### src/rtl/iterdiv_pkg.sv
`timescale 1ns/1ps
package iterdiv_pkg;

   typedef struct packed {
      logic is_long;
      logic is_signed;
      logic is_frac;
   } div_mode_t;

   typedef enum logic [1:0] {
      STEP_SETUP = 2'd0,
      STEP_ITER  = 2'd1,
      STEP_RFIX  = 2'd2,
      STEP_SIGN  = 2'd3
   } step_kind_t;

   // steps in one operation: setup, one per quotient bit, remainder fix, sign fix
   function automatic int unsigned sched_len(input int unsigned qbits);
      return qbits + 3;
   endfunction

endpackage

### src/rtl/iterdiv_sequencer.sv
`timescale 1ns/1ps
module iterdiv_sequencer
   import iterdiv_pkg::*;
#(
   parameter int unsigned QBITS = 16
)(
   input  logic       clk,
   input  logic       rst_n,
   input  logic       start,
   input  logic       step_en,
   output logic       busy,
   output logic       done,
   output logic       accept,
   output logic       adv,
   output step_kind_t kind
);

   localparam int unsigned LAST = sched_len(QBITS) - 1;
   localparam int unsigned CW   = $clog2(LAST + 1);
   localparam logic [CW-1:0] LAST_C  = CW'(LAST);
   localparam logic [CW-1:0] ITEND_C = CW'(QBITS);
   localparam logic [CW-1:0] RFIX_C  = CW'(QBITS + 1);

   logic [CW-1:0] cnt_r;
   logic          busy_r;
   logic          done_r;

   assign busy   = busy_r;
   assign done   = done_r;
   assign accept = !busy_r && start;
   assign adv    = busy_r && step_en;

   always_comb begin
      if (cnt_r == '0)            kind = STEP_SETUP;
      else if (cnt_r <= ITEND_C)  kind = STEP_ITER;
      else if (cnt_r == RFIX_C)   kind = STEP_RFIX;
      else                        kind = STEP_SIGN;
   end

   always_ff @(posedge clk or negedge rst_n) begin
      if (!rst_n) begin
         cnt_r  <= '0;
         busy_r <= 1'b0;
         done_r <= 1'b0;
      end else begin
         done_r <= 1'b0;
         if (accept) begin
            busy_r <= 1'b1;
            cnt_r  <= '0;
         end else if (adv) begin
            if (cnt_r == LAST_C) begin
               busy_r <= 1'b0;
               done_r <= 1'b1;
               cnt_r  <= '0;
            end else begin
               cnt_r <= cnt_r + 1'b1;
            end
         end
      end
   end

   AST_DONE_SINGLE_CYCLE: assert property (@(posedge clk) disable iff (!rst_n)
      done_r |=> !done_r);
   AST_LAST_STEP_RAISES_DONE: assert property (@(posedge clk) disable iff (!rst_n)
      (busy_r && step_en && cnt_r == LAST_C) |=> (done_r && !busy_r));
   AST_COUNT_IN_RANGE: assert property (@(posedge clk) disable iff (!rst_n)
      busy_r |-> (cnt_r <= LAST_C));
   AST_PAUSE_KEEPS_COUNT: assert property (@(posedge clk) disable iff (!rst_n)
      (busy_r && !step_en) |=> (busy_r && $stable(cnt_r)));

endmodule

### src/rtl/iterdiv_operand_prep.sv
`timescale 1ns/1ps
module iterdiv_operand_prep
   import iterdiv_pkg::*;
#(
   parameter int unsigned DW      = 16,
   parameter bit          FRAC_EN = 1'b1
)(
   input  logic [2*DW-1:0] dividend,
   input  logic [DW-1:0]   divisor,
   input  div_mode_t       mode,
   output logic [2*DW-1:0] num_mag,
   output logic [DW-1:0]   den_mag,
   output logic            neg_quot,
   output logic            neg_rem
);

   localparam int unsigned NW = 2 * DW;

   logic          frac_on;
   logic          sgn_on;
   logic [DW-1:0] short_val;
   logic [DW-1:0] s_mag;
   logic          s_neg;
   logic [NW-1:0] l_mag;
   logic          l_neg;
   logic          d_neg;
   logic          n_neg;

   generate
      if (FRAC_EN) begin : g_frac
         assign frac_on = mode.is_frac;
      end else begin : g_no_frac
         assign frac_on = 1'b0;
      end
   endgenerate

   assign sgn_on    = mode.is_signed | frac_on;
   assign short_val = dividend[DW-1:0];
   assign s_neg     = sgn_on & short_val[DW-1];
   assign s_mag     = s_neg ? (~short_val + 1'b1) : short_val;
   assign l_neg     = sgn_on & dividend[NW-1];
   assign l_mag     = l_neg ? (~dividend + 1'b1) : dividend;
   assign d_neg     = sgn_on & divisor[DW-1];
   assign den_mag   = d_neg ? (~divisor + 1'b1) : divisor;

   always_comb begin
      if (frac_on) begin
         num_mag = {1'b0, s_mag, {(DW-1){1'b0}}};
         n_neg   = s_neg;
      end else if (mode.is_long) begin
         num_mag = l_mag;
         n_neg   = l_neg;
      end else begin
         num_mag = {{DW{1'b0}}, s_mag};
         n_neg   = s_neg;
      end
   end

   assign neg_quot = n_neg ^ d_neg;
   assign neg_rem  = n_neg;

endmodule

### src/rtl/iterdiv_nr_step.sv
`timescale 1ns/1ps
module iterdiv_nr_step #(
   parameter int unsigned DW = 16
)(
   input  logic [DW+1:0] p_in,
   input  logic [DW-1:0] q_in,
   input  logic [DW-1:0] d_in,
   output logic [DW+1:0] p_out,
   output logic [DW-1:0] q_out
);

   logic [DW+1:0] p_sh;
   logic [DW+1:0] d_ext;

   assign p_sh  = {p_in[DW:0], q_in[DW-1]};
   assign d_ext = {2'b00, d_in};
   // sign of the partial remainder before the shift picks add or subtract
   assign p_out = p_in[DW+1] ? (p_sh + d_ext) : (p_sh - d_ext);
   assign q_out = {q_in[DW-2:0], ~p_out[DW+1]};

endmodule

### src/rtl/iter_divider.sv
`timescale 1ns/1ps
module iter_divider
   import iterdiv_pkg::*;
#(
   parameter int unsigned DW      = 16,
   parameter bit          FRAC_EN = 1'b1
)(
   input  logic            clk,
   input  logic            rst_n,
   input  logic            start,
   input  logic            step_en,
   input  logic            op_long,
   input  logic            op_signed,
   input  logic            op_frac,
   input  logic [2*DW-1:0] dividend,
   input  logic [DW-1:0]   divisor,
   output logic [DW-1:0]   quotient,
   output logic [DW-1:0]   remainder,
   output logic            done,
   output logic            div_zero
);

   localparam int unsigned PW = DW + 2;
   localparam int unsigned NW = 2 * DW;

   generate
      if (DW < 4) begin : g_bad_width
         $error("iter_divider: DW must be at least 4");
      end
   endgenerate

   logic            busy;
   logic            accept;
   logic            adv;
   step_kind_t      kind;

   logic [NW-1:0]   a_raw_r;
   logic [DW-1:0]   b_raw_r;
   div_mode_t       mode_r;
   logic [PW-1:0]   p_r;
   logic [DW-1:0]   q_r;
   logic [DW-1:0]   d_r;
   logic            negq_r;
   logic            negr_r;
   logic            dz_r;

   logic [NW-1:0]   num_mag;
   logic [DW-1:0]   den_mag;
   logic            neg_quot;
   logic            neg_rem;
   logic [PW-1:0]   p_nx;
   logic [DW-1:0]   q_nx;

   iterdiv_sequencer #(.QBITS(DW)) u_seq (
      .clk     (clk),
      .rst_n   (rst_n),
      .start   (start),
      .step_en (step_en),
      .busy    (busy),
      .done    (done),
      .accept  (accept),
      .adv     (adv),
      .kind    (kind)
   );

   iterdiv_operand_prep #(.DW(DW), .FRAC_EN(FRAC_EN)) u_prep (
      .dividend (a_raw_r),
      .divisor  (b_raw_r),
      .mode     (mode_r),
      .num_mag  (num_mag),
      .den_mag  (den_mag),
      .neg_quot (neg_quot),
      .neg_rem  (neg_rem)
   );

   iterdiv_nr_step #(.DW(DW)) u_step (
      .p_in  (p_r),
      .q_in  (q_r),
      .d_in  (d_r),
      .p_out (p_nx),
      .q_out (q_nx)
   );

   always_ff @(posedge clk or negedge rst_n) begin
      if (!rst_n) begin
         a_raw_r <= '0;
         b_raw_r <= '0;
         mode_r  <= '0;
         p_r     <= '0;
         q_r     <= '0;
         d_r     <= '0;
         negq_r  <= 1'b0;
         negr_r  <= 1'b0;
         dz_r    <= 1'b0;
      end else if (accept) begin
         a_raw_r <= dividend;
         b_raw_r <= divisor;
         mode_r  <= '{is_long: op_long, is_signed: op_signed, is_frac: op_frac};
         dz_r    <= (divisor == '0);
      end else if (adv) begin
         case (kind)
            STEP_SETUP: begin
               p_r    <= {2'b00, num_mag[NW-1:DW]};
               q_r    <= num_mag[DW-1:0];
               d_r    <= den_mag;
               negq_r <= neg_quot;
               negr_r <= neg_rem;
            end
            STEP_ITER: begin
               p_r <= p_nx;
               q_r <= q_nx;
            end
            STEP_RFIX: begin
               if (p_r[PW-1]) p_r <= p_r + {2'b00, d_r};
            end
            STEP_SIGN: begin
               if (negq_r) q_r <= ~q_r + 1'b1;
               if (negr_r) p_r <= ~p_r + 1'b1;
            end
            default: ;
         endcase
      end
   end

   assign quotient  = q_r;
   assign remainder = p_r[DW-1:0];
   assign div_zero  = dz_r;

   AST_PAUSE_FREEZES_DATA: assert property (@(posedge clk) disable iff (!rst_n)
      (busy && !step_en) |=> ($stable(q_r) && $stable(p_r) && $stable(d_r)));
   AST_BUSY_START_IGNORED: assert property (@(posedge clk) disable iff (!rst_n)
      (busy && start) |=> ($stable(a_raw_r) && $stable(b_raw_r) && $stable(mode_r)));
   AST_ZERO_FLAG_HELD: assert property (@(posedge clk) disable iff (!rst_n)
      !accept |=> $stable(dz_r));
   AST_ZERO_FLAG_SET: assert property (@(posedge clk) disable iff (!rst_n)
      accept |=> (dz_r == ($past(divisor) == '0)));
   AST_RESULT_HELD_IDLE: assert property (@(posedge clk) disable iff (!rst_n)
      (!busy && !accept) |=> ($stable(q_r) && $stable(p_r)));

endmodule

### config.mk
export PLATFORM = sky130hd
export DESIGN_NAME = iter_divider
export DESIGN_NICKNAME = d
export VERILOG_FILES = /design/src/rtl/iterdiv_pkg.sv /design/src/rtl/iterdiv_sequencer.sv /design/src/rtl/iterdiv_operand_prep.sv /design/src/rtl/iterdiv_nr_step.sv /design/src/rtl/iter_divider.sv
export SDC_FILE = /design/constraint.sdc
export NUM_CORES = 1
export LEC_CHECK = 0
export BUFFER_PORTS_ARGS = -buffer_cell sky130_fd_sc_hd__buf_2
export CORE_UTILIZATION = 55
export DETAILED_ROUTE_END_ITERATION = 10
export PLACE_DENSITY_LB_ADDON = 0.15
export SLEW_MARGIN = 0
export SYNTH_ARGS = -nofsm -noshare
export SYNTH_HDL_FRONTEND = slang
export SYNTH_SLANG_ARGS = --single-unit
### constraint.sdc
create_clock -name clk -period 4.05 [get_ports clk]
set_input_delay 1.0125 -clock clk [delete_from_list [all_inputs] [get_ports clk]]
set_output_delay 1.0125 -clock clk [all_outputs]
set_load 0.05 [all_outputs]
After elaboration in Yosys (flattened, before gate mapping)
Index checks and enable logic that the tools add are counted.

Bits in registers: 111. Memories: 0. Latch bits: 0. Word-level logic and storage cells: 84. Input port bits: 55. Bits in read-only memories: 0. Memory bits (writable): 0.

Eq/ne operators: 8. Reduce and logical (&&, ||, !) cells: 14. Shift operators: 0. Multiplexer cells: 25. $mul: 0. Bitwise operators: 12. $add $sub $neg: 9. Div/mod/pow operators: 0. Magnitude comparators: 1.

Operators with widths (number): 2-to-1 mux 32 bit (3); case mux 18 bit (4 select lines) (1); 2-to-1 mux 18 bit (3); adder 16 x 1 -> 16 bit, second input constant (3); 2-to-1 mux 16 bit (3); inverter 16 bit (3); case mux 16 bit (3 select lines) (1); adder 18 x 16 -> 18 bit (2); adder 32 x 1 -> 32 bit, second input constant (1); inverter 32 bit (1); adder 18 x 1 -> 18 bit, second input constant (1); inverter 18 bit (1); subtractor 18 x 16 -> 18 bit (1); logical NOT 16 bit (1); 2-to-1 mux 5 bit (3); == test 5 bit, second input constant (2); 2-to-1 mux 1 bit (9); AND reduction 4 bit (2); inequality test 2 bit, second input constant (3); AND reduction 3 bit (2); adder 5 x 1 -> 5 bit, second input constant (1); <= comparator 5 bit, second input constant (1); logical NOT 5 bit (1); == test 2 bit, second input constant (2); other kinds (12) (18).

Logic depth before layout (Yosys ltp)
Gate-level depths: netlist (run 1).

Word-level depth: 7. Gate-level depth with buffers: 15.

By module
From an unflattened synthesis (run 1), not the netlist that was laid out.

Cell total of the unflattened synthesis: 1151. Area, all modules: 9823.2 µm².

Modules (own cells, without submodules): iter_divider (instances 1, cells each 638, area an instance 6219.7 µm²); iterdiv_operand_prep (instances 1, cells each 266, area an instance 1719.1 µm²); iterdiv_nr_step (instances 1, cells each 204, area an instance 1478.9 µm²); iterdiv_sequencer (instances 1, cells each 43, area an instance 405.4 µm²).

Least setup slack after synthesis (run 1)
OpenSTA, ideal clock, no wires.

Path kind: register -> register. From: reg d_r[4]. To: reg p_r[17]. Arrival: 3454 ps. Setup slack: 492 ps. Clock period less this slack: 3558 ps. Buffers on the path: 0. Cell stages (with the launch flop): 13. Path through: dfrtp_1 or4_1 nor4_1 nor2_1 xor2_1 ha_1 nand2_1 o21a_1 a31oi_1 a21oi_1 a21o_1 or3_1 a221oi_1.

Cells in the longest elaborated chain, start to end: 3.

Ends and longest elaborated chain: start, declared (RTL line iter_divider.sv:42) `logic [DW-1:0] d_r;`; start signal, assigned (RTL line iter_divider.sv:105) `d_r <= den_mag;`; adder 18 x 16 -> 18 bit (tied with other cells) (RTL line iter_divider.sv:114) `if (p_r[PW-1]) p_r <= p_r + {2'b00, d_r};`; 2-to-1 mux 18 bit, on equally long branches (RTL line iter_divider.sv:114, iterdiv_nr_step.sv:18); case mux 18 bit (4 select lines) (*) (RTL line iter_divider.sv:101) `case (kind)`; end signal, assigned (RTL line iter_divider.sv:103) `p_r <= {2'b00, num_mag[NW-1:DW]};`; end signal, assigned (RTL line iter_divider.sv:114); end signal, assigned (RTL line iter_divider.sv:118) `if (negr_r) p_r <= ~p_r + 1'b1;`; end, declared (RTL line iter_divider.sv:40) `logic [PW-1:0] p_r;`.

Every way passes the cells marked *; elsewhere a longest branch is shown, timed or not. The select of a mux whose other input is x is not followed. A chain may end at the register's enable or synchronous reset.

Final worst setup path (run 1)
Ends and elaborated chain as after synthesis.

==> flow_metrics.tcl, run 1 <==
set metrics [dict create \
    yosys.area_share.adder 0.0663 \
    hpwlAfterDp_um 18600 \
    synth-simple-area-share 0.168 \
    grt_pass1_vias 7020 \
    wl_per_cell_um 19.1 \
    cap_viol_max_count 0 \
    crit_arrival_ns 3.92 \
    synth.area.top_cells "dfrtp_1 32%, ha_1 6.2%, mux2_2 6.1%, xnor2_1 5.4%, xor2_1 5.3%" \
    htree_levels 3 \
    post_synth_inst_count 1004 \
    clk_pin_slew_ns 0.08 \
    io_buffers 88 \
    grt_pass1_wl_um 38400 \
    routed_wl_um 24300 \
    setup.worst_path.start_class "flip-flop" \
    drive_gt1_frac 0.174 \
    cts_hold_repair.buffers 0 \
    grt_usage 0.305 \
    synth_area_per_cell_um2 8.69 \
    cts_buffer_depth 2 \
    place_congestion 0.929 \
    endpoint_kind "flip-flop" \
    synthArstFlopShare 1.00 \
    ys_types 75 \
    nets 1159 \
    required_ns 4.32 \
    coreArea_um2 15300 \
    pin_count 89 \
    setup_tns_ns 0 \
    ys_warn_count 0 \
    num_rows 45 \
    cts_made_buffers 9 \
    via_count 7877 \
    slew_violations 0 \
    synth_most_common_cell "dfrtp_1" \
    start_util 0.570 \
    rsz0062_at_grt "no" \
    cp_max_fo 5 \
    synth_common_cells "111 x dfrtp_1, 88 x nor2_1, 84 x nand2_1" \
    ys.flop_type "dfrtp_1" \
    via_per_inst 6.18 \
    synth_top_family_by_area "compound AO/OA/AOI/OAI gates" \
    hold_viol 0 \
    synth_compound_area_frac 0.220 \
    hold_path_class "reg2reg" \
    clock_skew_ns 0.00880 \
    status "finished, final reports clean" \
    drtPass1Iterations 7 \
    slew_headroom 0.306 \
    ir_drop_v 0.000414 \
    synth.top_cell.area_share 0.318 \
    synth_edf_count 0 \
    clk_latency_ns 0.36 \
    gr-total-overflow 0 \
    finalSetupViolCount 0 \
    clkSinkCount 111 \
    ant_nets 0 \
    yosysTopAreaCell "dfrtp_1" \
    die_h_um 128 \
    antenna_cells 0 \
    synthMuxAreaShare 0.0641 \
    syn-num-nets 1104 \
    ys_ff_latch 111 \
    drc_errors 0 \
    worst_slack_ns 0.399 \
    fp.dieArea_um2 16400 \
    fin_crit_sh 0.902 \
    die_w_um 128 \
    netlist_area_um2 8720 \
    worstMarginPinSlew_ns 1.04 \
    clockRootBuffer "clkbuf_16" \
    synthXorXnorAreaFrac 0.107 \
    seq_area_frac_synth 0.318 \
    cts_tree "built" \
    worstSetupPathType "reg2reg" \
    period_needed_ns 3.65 \
    max_freq_mhz 274 \
    antenna_found_initial 0 \
    power_density_nw_per_um2 890 \
    leakagePower_nw 4.10 \
    syn_to_final_growth_pct 8.78 \
    drtIter0Drc 843 \
    pre_cts_slack_ns 0.373 \
    grt_max_degree 50 \
]
==> registers in the layout (all words and copies together), names as in the netlist <==
| signal | cells |
|---|---|
| quotient | 16 |
| b_raw_r | 16 |
| negr_r | 1 |
| u_seq.done | 1 |
| u_seq.cnt_r | 5 |
| u_seq.busy | 1 |
| div_zero | 1 |
| p_r | 18 |
| negq_r | 1 |
| a_raw_r | 32 |
| d_r | 16 |
| mode_r | 3 |
==> worst max-delay path, cell delays in order, from the launching register on <==
cell      delay (ns)
dfrtp_1         0.43
or4_1           0.65
o41ai_1         0.38
xnor2_1         0.18
ha_1            0.30
nand3_1         0.13
nor2_1          0.05
a21oi_1         0.20
a31oi_2         0.19
a21oi_1         0.31
o21ai_1         0.13
or3_1           0.34
a221oi_1        0.25
==> timing repair <==
action                                  in CTS  in global routing
endpoints found under the setup margin       0                  1
setup buffers                                0                  0
resized for setup                            0                  2
==> power breakdown <==
part           total (mW)  switching, mW  internal, mW
clock               0.876          0.438         0.437
combinational        5.48           3.34          2.15
sequential           2.09          0.654          1.43
total                8.45           4.43          4.02
==> final timing paths <==
check                                          start                       to  slack (ns)  depth (start not counted)
worst min register to register  div_zero$_DFFE_PN0P_     div_zero$_DFFE_PN0P_        0.53                          2
worst max register to register    d_r[4]$_DFFE_PN0P_      p_r[17]$_DFFE_PN0P_        0.40                         12
worst min-delay path            div_zero$_DFFE_PN0P_     div_zero$_DFFE_PN0P_        0.53                          2
worst max-delay path              d_r[4]$_DFFE_PN0P_      p_r[17]$_DFFE_PN0P_        0.40                         12
max in group asynchronous                      rst_n       d_r[0]$_DFFE_PN0P_        2.66                          2
min in group asynchronous                      rst_n  quotient[3]$_DFFE_PN0P_        0.67                          1
==> metrics by stage <==
| step | cell area (µm²) | hold WS, ns | util | std cells | power (mW) |
|---|---|---|---|---|---|
| final | 9490 | 0.527 | 0.620 | 1275 | 8.45 |
| after CTS | 9480 | 0.533 | 0.619 | 1275 | 8.36 |
| after floorplan | 8720 | 0.449 | - | 1004 | 6.19 |
| after global routing | 9490 | 0.551 | 0.620 | 1275 | 9.06 |
| after detailed placement | 9200 | 0.516 | 0.601 | 1259 | 7.46 |
| after global placement | 9200 | 0.503 | 0.601 | 1259 | 7.41 |
==> final cells by class <==
class	instances	area, µm²
Clock buffer	12	246
Timing Repair Buffer	101	566
Multi-Input combinational cell	803	5480
Sequential cell	111	2780
Clock inverter	4	28.8
Fill cell	1391	5820
Inverter	33	124
Tap cell	211	264
==> logic make-up after synthesis <==
logic type,Yosys count
xor+xnor,107
simple gates,301
fa+ha+maj,45
flops,111
buf+inv,90
mux,50
compound gates,300
==> placed cells by master, fill, tap and decap left out, types with 4 or more instances in the layout <==
cell type and count:
a222oi_1 4, o221ai_1 8, dfrtp_1 111, a221o_1 4, or4_1 6, o21a_1 5, nor3_1 35, ha_1 43
o211ai_1 9, nor2b_1 5, nand2_1 84, nand3_1 14, o31ai_1 16, or2_2 5, a22oi_1 4, inv_1 33
mux2_2 47, clkbuf_16 9, a21o_1 12, o22ai_1 11, and2_1 7, a211oi_1 9, o21ai_0 73, o21bai_1 4
nor4_1 13, a31oi_1 16, nand4_1 4, buf_4 12, nand2b_1 4, o21ai_1 5, nor2_1 87, a21oi_1 80
buf_2 87, or3_1 11, a221oi_1 12, xor2_1 53, xnor2_1 54
==> layer usage <==
layer,vias up,global-route usage,share of wire
met2,326,0.464,0.44
met3,46,0.0505,0.076
met5,-,0,0
li1,3767,-,-
met4,0,0.0824,0.023
met1,3738,0.448,0.46
Power figures use the tool's default switching activity.
==> run 2: changes to the inputs <==
--- a/config.mk
+++ b/config.mk
@@ -8,6 +8,7 @@
 export BUFFER_PORTS_ARGS = -buffer_cell sky130_fd_sc_hd__buf_2
 export CORE_UTILIZATION = 55
 export DETAILED_ROUTE_END_ITERATION = 10
+export MAX_ROUTING_LAYER = met4
 export PLACE_DENSITY_LB_ADDON = 0.15
 export SLEW_MARGIN = 0
 export SYNTH_ARGS = -nofsm -noshare
==> flow_metrics.tcl, run 2 (synthesis results as in run 1) <==
set metrics [dict create \
    status "finished, final reports clean" \
    worst_path_max_delay_cell "or4_1" \
    cts_resized 0 \
    postCtsSetupBuffers 0 \
    start_util 0.570 \
    nets 1159 \
    io_buffers 88 \
    final_cell_mix "111 x dfrtp_1, 87 x nor2_1, 87 x buf_2" \
    cts_hold_repair.buffers 0 \
    hold_viol 0 \
    fin_util 0.621 \
    grt_usage 0.319 \
    cp_num_buf_inv 0 \
    leakagePower_nw 4.12 \
    cp_max_fo 5 \
    setup.worst_path.start_class "flip-flop" \
    max_freq_mhz 266 \
    grt_max_degree 60 \
    rr_startpoint "d_r[4]$_DFFE_PN0P_" \
    busiest_layer "met1" \
    reg.largest.list "a_raw_r: 32 flops, p_r: 18 flops" \
    cts_tree "built" \
    drc_errors 0 \
    slew_headroom 0.350 \
    p_clk_frac 0.111 \
    crit_family "compound AO/OA/AOI/OAI gates" \
    worstSetupPathType "reg2reg" \
    worstMarginPinSlew_ns 0.972 \
    r2r_end "p_r[17]$_DFFE_PN0P_" \
    clkSinkCount 111 \
    fp.dieArea_um2 16400 \
    period_needed_ns 3.76 \
    p_int_mw 4.02 \
    ir_drop_v 0.000413 \
    clock_skew_ns 0.00796 \
    wl_per_cell_um 18.9 \
    slew_violations 0 \
    fin_crit_sh 0.929 \
    hpwlAfterDp_um 18500 \
    power_mw 8.48 \
    pre_cts_slack_ns 0.313 \
    combPwrFrac 0.644 \
    cts_made_buffers 9 \
    use_met1 0.459 \
    ant_nets 0 \
    worst_slack_ns 0.288 \
    pin_count 89 \
    rsz0062_at_grt "no" \
    cts_buffer_depth 2 \
    largest_register_ffs 32 \
    drtIter0Drc 771 \
    met2_usage 0.453 \
    r2r_setup_slack_ns 0.29 \
    met3_usage 0.0492 \
    worst_path_most_repeated_cell "a21oi_1" \
    drtPass1Iterations 7 \
    drive_gt1_frac 0.175 \
    cap_viol_max_count 0 \
    switchingPower_mw 4.46 \
    clk_pin_slew_ns 0.09 \
    antenna_found_initial 0 \
    endpoint_kind "flip-flop" \
    gr-total-overflow 0 \
    seq_power_share 0.245 \
    antenna_cells 0 \
    num_rows 45 \
    via_count 7909 \
    clockRootBuffer "clkbuf_16" \
    grt_pass1_wl_um 39100 \
    final_common_cell "dfrtp_1" \
    placedCellCount 1259 \
    crit_arrival_ns 4.02 \
    ff2ff_path_depth 12 \
    power_density_nw_per_um2 891 \
    grt_pass1_vias 7229 \
    die_w_um 128 \
    max_stage_delay_ns 0.64 \
    power_switching_share 0.526 \
    via_per_inst 6.20 \
    htree_levels 3 \
    setup_tns_ns 0 \
    largest-register "a_raw_r" \
    syn_to_final_growth_pct 9.08 \
    required_ns 4.31 \
    routed_wl_um 24100 \
    crit_chain "or4_1 > nor4_2 > nor2_1 > xor2_1 > ha_1 > a21oi_1 > o21a_1 > a31oi_1 > a21oi_1 > o21ai_1 > or3_1 > a221oi_1" \
    coreArea_um2 15300 \
    hold_path_class "in2async" \
    clk_latency_ns 0.36 \
    finalSetupViolCount 0 \
    stdcell_count 1275 \
    die_h_um 128 \
    place_congestion 0.941 \
]
[run 2: how the worst max path moves through the flow]
| stage | end | startpoint | cells past startpoint |
|---|---|---|---|
| 2_1_floorplan | p_r[17]$_DFFE_PN0P_ | d_r[4]$_DFFE_PN0P_ | 12 |
| 3_3_place_gp | p_r[17]$_DFFE_PN0P_ | d_r[4]$_DFFE_PN0P_ | 12 |
| 5_1_grt | p_r[17]$_DFFE_PN0P_ | d_r[4]$_DFFE_PN0P_ | 12 |
| 6_report | p_r[17]$_DFFE_PN0P_ | d_r[4]$_DFFE_PN0P_ | 12 |
| 3_5_place_dp | p_r[17]$_DFFE_PN0P_ | d_r[4]$_DFFE_PN0P_ | 12 |
| 4_1_cts | p_r[17]$_DFFE_PN0P_ | d_r[4]$_DFFE_PN0P_ | 12 |
[run 2: metrics by stage]
step                hold WS (ns)  cell area, µm²
finish                     0.525            9520
global route               0.546            9520
CTS                        0.525            9510
detailed placement         0.506            9190
global placement           0.500            9190
floorplan                  0.449            8720
[run 2: layer usage]
layer	part of all wire	up-vias
met1	0.46	3760
met3	0.074	54
met2	0.43	318
met5	0	-
li1	-	3777
met4	0.032	0
[run 2: power groups by stage]
stage	clock (mW)	combinational, mW	sequential (mW)
global route	1.00	5.99	2.14
finish	0.944	5.46	2.08
CTS	0.954	5.40	2.06
global placement	0	5.36	2.08
floorplan	0	4.09	2.10
detailed placement	0	5.36	2.08
[run 2: worst reg2reg max path: stages (launching register included)]
cell	delay, ns
dfrtp_1	0.43
or4_1	0.64
nor4_2	0.23
nor2_1	0.08
xor2_1	0.18
ha_1	0.34
a21oi_1	0.28
o21a_1	0.19
a31oi_1	0.18
a21oi_1	0.35
o21ai_1	0.13
or3_1	0.35
a221oi_1	0.28
[run 2: cell type report]
| class | count | area [µm²] |
|---|---|---|
| clock buffer | 9 | 225 |
| clock inverter | 7 | 95.1 |
| fill | 1395 | 5800 |
| inverter | 33 | 124 |
| multi-input combinational | 803 | 5480 |
| sequential | 111 | 2780 |
| tap | 211 | 264 |
| timing repair buffer | 101 | 553 |
==> run 3: changes to the inputs <==
--- a/config.mk
+++ b/config.mk
@@ -6,7 +6,8 @@
 export NUM_CORES = 1
 export LEC_CHECK = 0
 export BUFFER_PORTS_ARGS = -buffer_cell sky130_fd_sc_hd__buf_2
-export CORE_UTILIZATION = 55
+export CORE_UTILIZATION = 59
+export CTS_BUF_LIST = sky130_fd_sc_hd__clkbuf_8 sky130_fd_sc_hd__clkbuf_16
 export DETAILED_ROUTE_END_ITERATION = 10
 export MAX_ROUTING_LAYER = met4
 export PLACE_DENSITY_LB_ADDON = 0.15
==> flow_metrics.tcl, run 3 (synthesis results as in run 1) <==
set metrics [dict create \
    status "finished, final reports clean" \
    ir_drop_v 0.000364 \
    finalSetupViolCount 0 \
    hold_viol 0 \
    via_per_inst 6.39 \
    drive_gt1_frac 0.175 \
    seq_power_share 0.243 \
    hpwlAfterDp_um 18800 \
    drc_errors 0 \
    switchingPower_mw 4.54 \
    r2r_setup_slack_ns 0.26 \
    endpoint_kind "flip-flop" \
    clkSinkCount 111 \
    required_ns 4.32 \
    num_rows 44 \
    nFillCells 1285 \
    fin_crit_sh 0.936 \
    htree_levels 3 \
    rsz0062_at_grt "no" \
    ant_nets 0 \
    fp.dieArea_um2 15300 \
    holdWs_ns 0.525 \
    slew_violations 0 \
    setup_tns_ns 0 \
    io_buffers 88 \
    cap_viol_max_count 0 \
    clock_skew_ns 0.0113 \
    pin_count 89 \
    final_common_cell "dfrtp_1" \
    cp_max_fo 5 \
    coreArea_um2 14500 \
    start_util 0.603 \
    post_dp_cell_area_um2 9160 \
    slew_headroom 0.353 \
    p_clk_frac 0.116 \
    antenna_found_initial 0 \
    p_int_mw 4.09 \
    max_freq_mhz 264 \
    antenna_cells 0 \
    gr-total-overflow 0 \
    final_cell_mix "111 x dfrtp_1, 87 x nor2_1, 87 x buf_2" \
    cts_buffer_depth 2 \
    reg.largest.list "a_raw_r: 32 flops, p_r: 18 flops" \
    largest-register "a_raw_r" \
    power_density_nw_per_um2 909 \
    cts_made_buffers 9 \
    largest_register_ffs 32 \
    clockRootBuffer "clkbuf_16" \
    drtIter0Drc 863 \
    nets 1159 \
    cts_tree "built" \
    setup.worst_path.start_class "flip-flop" \
    die_h_um 124 \
    power_switching_share 0.526 \
    grt_usage 0.344 \
    drtPass1Iterations 5 \
    hold_path_class "reg2reg" \
    period_needed_ns 3.79 \
    die_w_um 124 \
    via_count 7975 \
    crit_arrival_ns 4.06 \
    leakagePower_nw 4.13 \
    grt_max_degree 60 \
    routed_wl_um 24500 \
    wl_per_cell_um 19.7 \
    combPwrFrac 0.640 \
    syn_to_final_growth_pct 8.86 \
    final_area_um2 9500 \
    place_congestion 0.917 \
    clk_latency_ns 0.37 \
    grt_pass1_wl_um 38600 \
    clk_pin_slew_ns 0.08 \
    worstSetupPathType "reg2reg" \
    worstMarginPinSlew_ns 0.967 \
    grt_pass1_vias 7264 \
]
-- run 3: repair_timing --
action                     in CTS  in global routing
setup buffers                   0                  0
gates resized for setup         0                  1
setup endpoints to repair       0                  2
hold buffers                    0                  0
-- run 3: power by group through the flow --
stage | Combinational (mW) | Sequential [mW] | Clock, mW
floorplan | 4.09 | 2.10 | 0
global placement | 5.35 | 2.09 | 0
detailed placement | 5.41 | 2.10 | 0
CTS | 5.45 | 2.08 | 1.01
global route | 6.03 | 2.15 | 1.05
finish | 5.52 | 2.10 | 1.00
-- run 3: per-layer routing --
metal / part of all wire / vias to the layer above / global-route usage
met3: 0.076 / 51 / 0.0632
met1: 0.46 / 3813 / 0.483
met2: 0.44 / 326 / 0.492
met4: 0.031 / 0 / 0.129
li1: - / 3785 / -
met5: 0 / - / -
-- run 3: worst max-delay path, cell delays in order, from the launching register on --
cell and delay, ns:
dfrtp_1 0.44, or4_1 0.64, nor4_1 0.29, buf_4 0.20, a21oi_1 0.07, xor2_1 0.18
ha_1 0.20, nor2_1 0.20, inv_1 0.07, o22ai_1 0.21, a31oi_2 0.12, a21oi_1 0.34
o21ai_1 0.13, or3_1 0.35, a221oi_1 0.25
-- run 3: cell type report --
cell class                      instances  area [µm²]  area share
Clock buffer                            9         225      0.0237
Clock inverter                          7         110      0.0116
Inverter                               33         124      0.0130
Multi-Input combinational cell        803        5480       0.577
Sequential cell                       111        2780       0.292
Tap cell                              184         230      0.0242
Timing Repair Buffer                  101         553      0.0582
-- run 3: path summary, 6_finish.rpt --
kind | startpoint | to | depth (start not counted)
max | d_r[4]$_DFFE_PN0P_ | p_r[17]$_DFFE_PN0P_ | 14
min | div_zero$_DFFE_PN0P_ | div_zero$_DFFE_PN0P_ | 2
max reg2reg | d_r[4]$_DFFE_PN0P_ | p_r[17]$_DFFE_PN0P_ | 14
min reg2reg | div_zero$_DFFE_PN0P_ | div_zero$_DFFE_PN0P_ | 2
max in group asynchronous | rst_n | d_r[6]$_DFFE_PN0P_ | 2
min in group asynchronous | rst_n | u_seq.done$_DFF_PN0_ | 1
-- run 3: metrics by stage --
step / std cells / util / worst slack [ns] / power [mW]
finish: 1248 / 0.656 / 0.259 / 8.63
CTS: 1248 / 0.656 / 0.262 / 8.54
global route: 1248 / 0.656 / 0.0650 / 9.23
detailed placement: 1232 / 0.632 / 0.343 / 7.51
global placement: 1232 / 0.632 / 0.374 / 7.44
floorplan: 1004 / - / 0.492 / 6.19
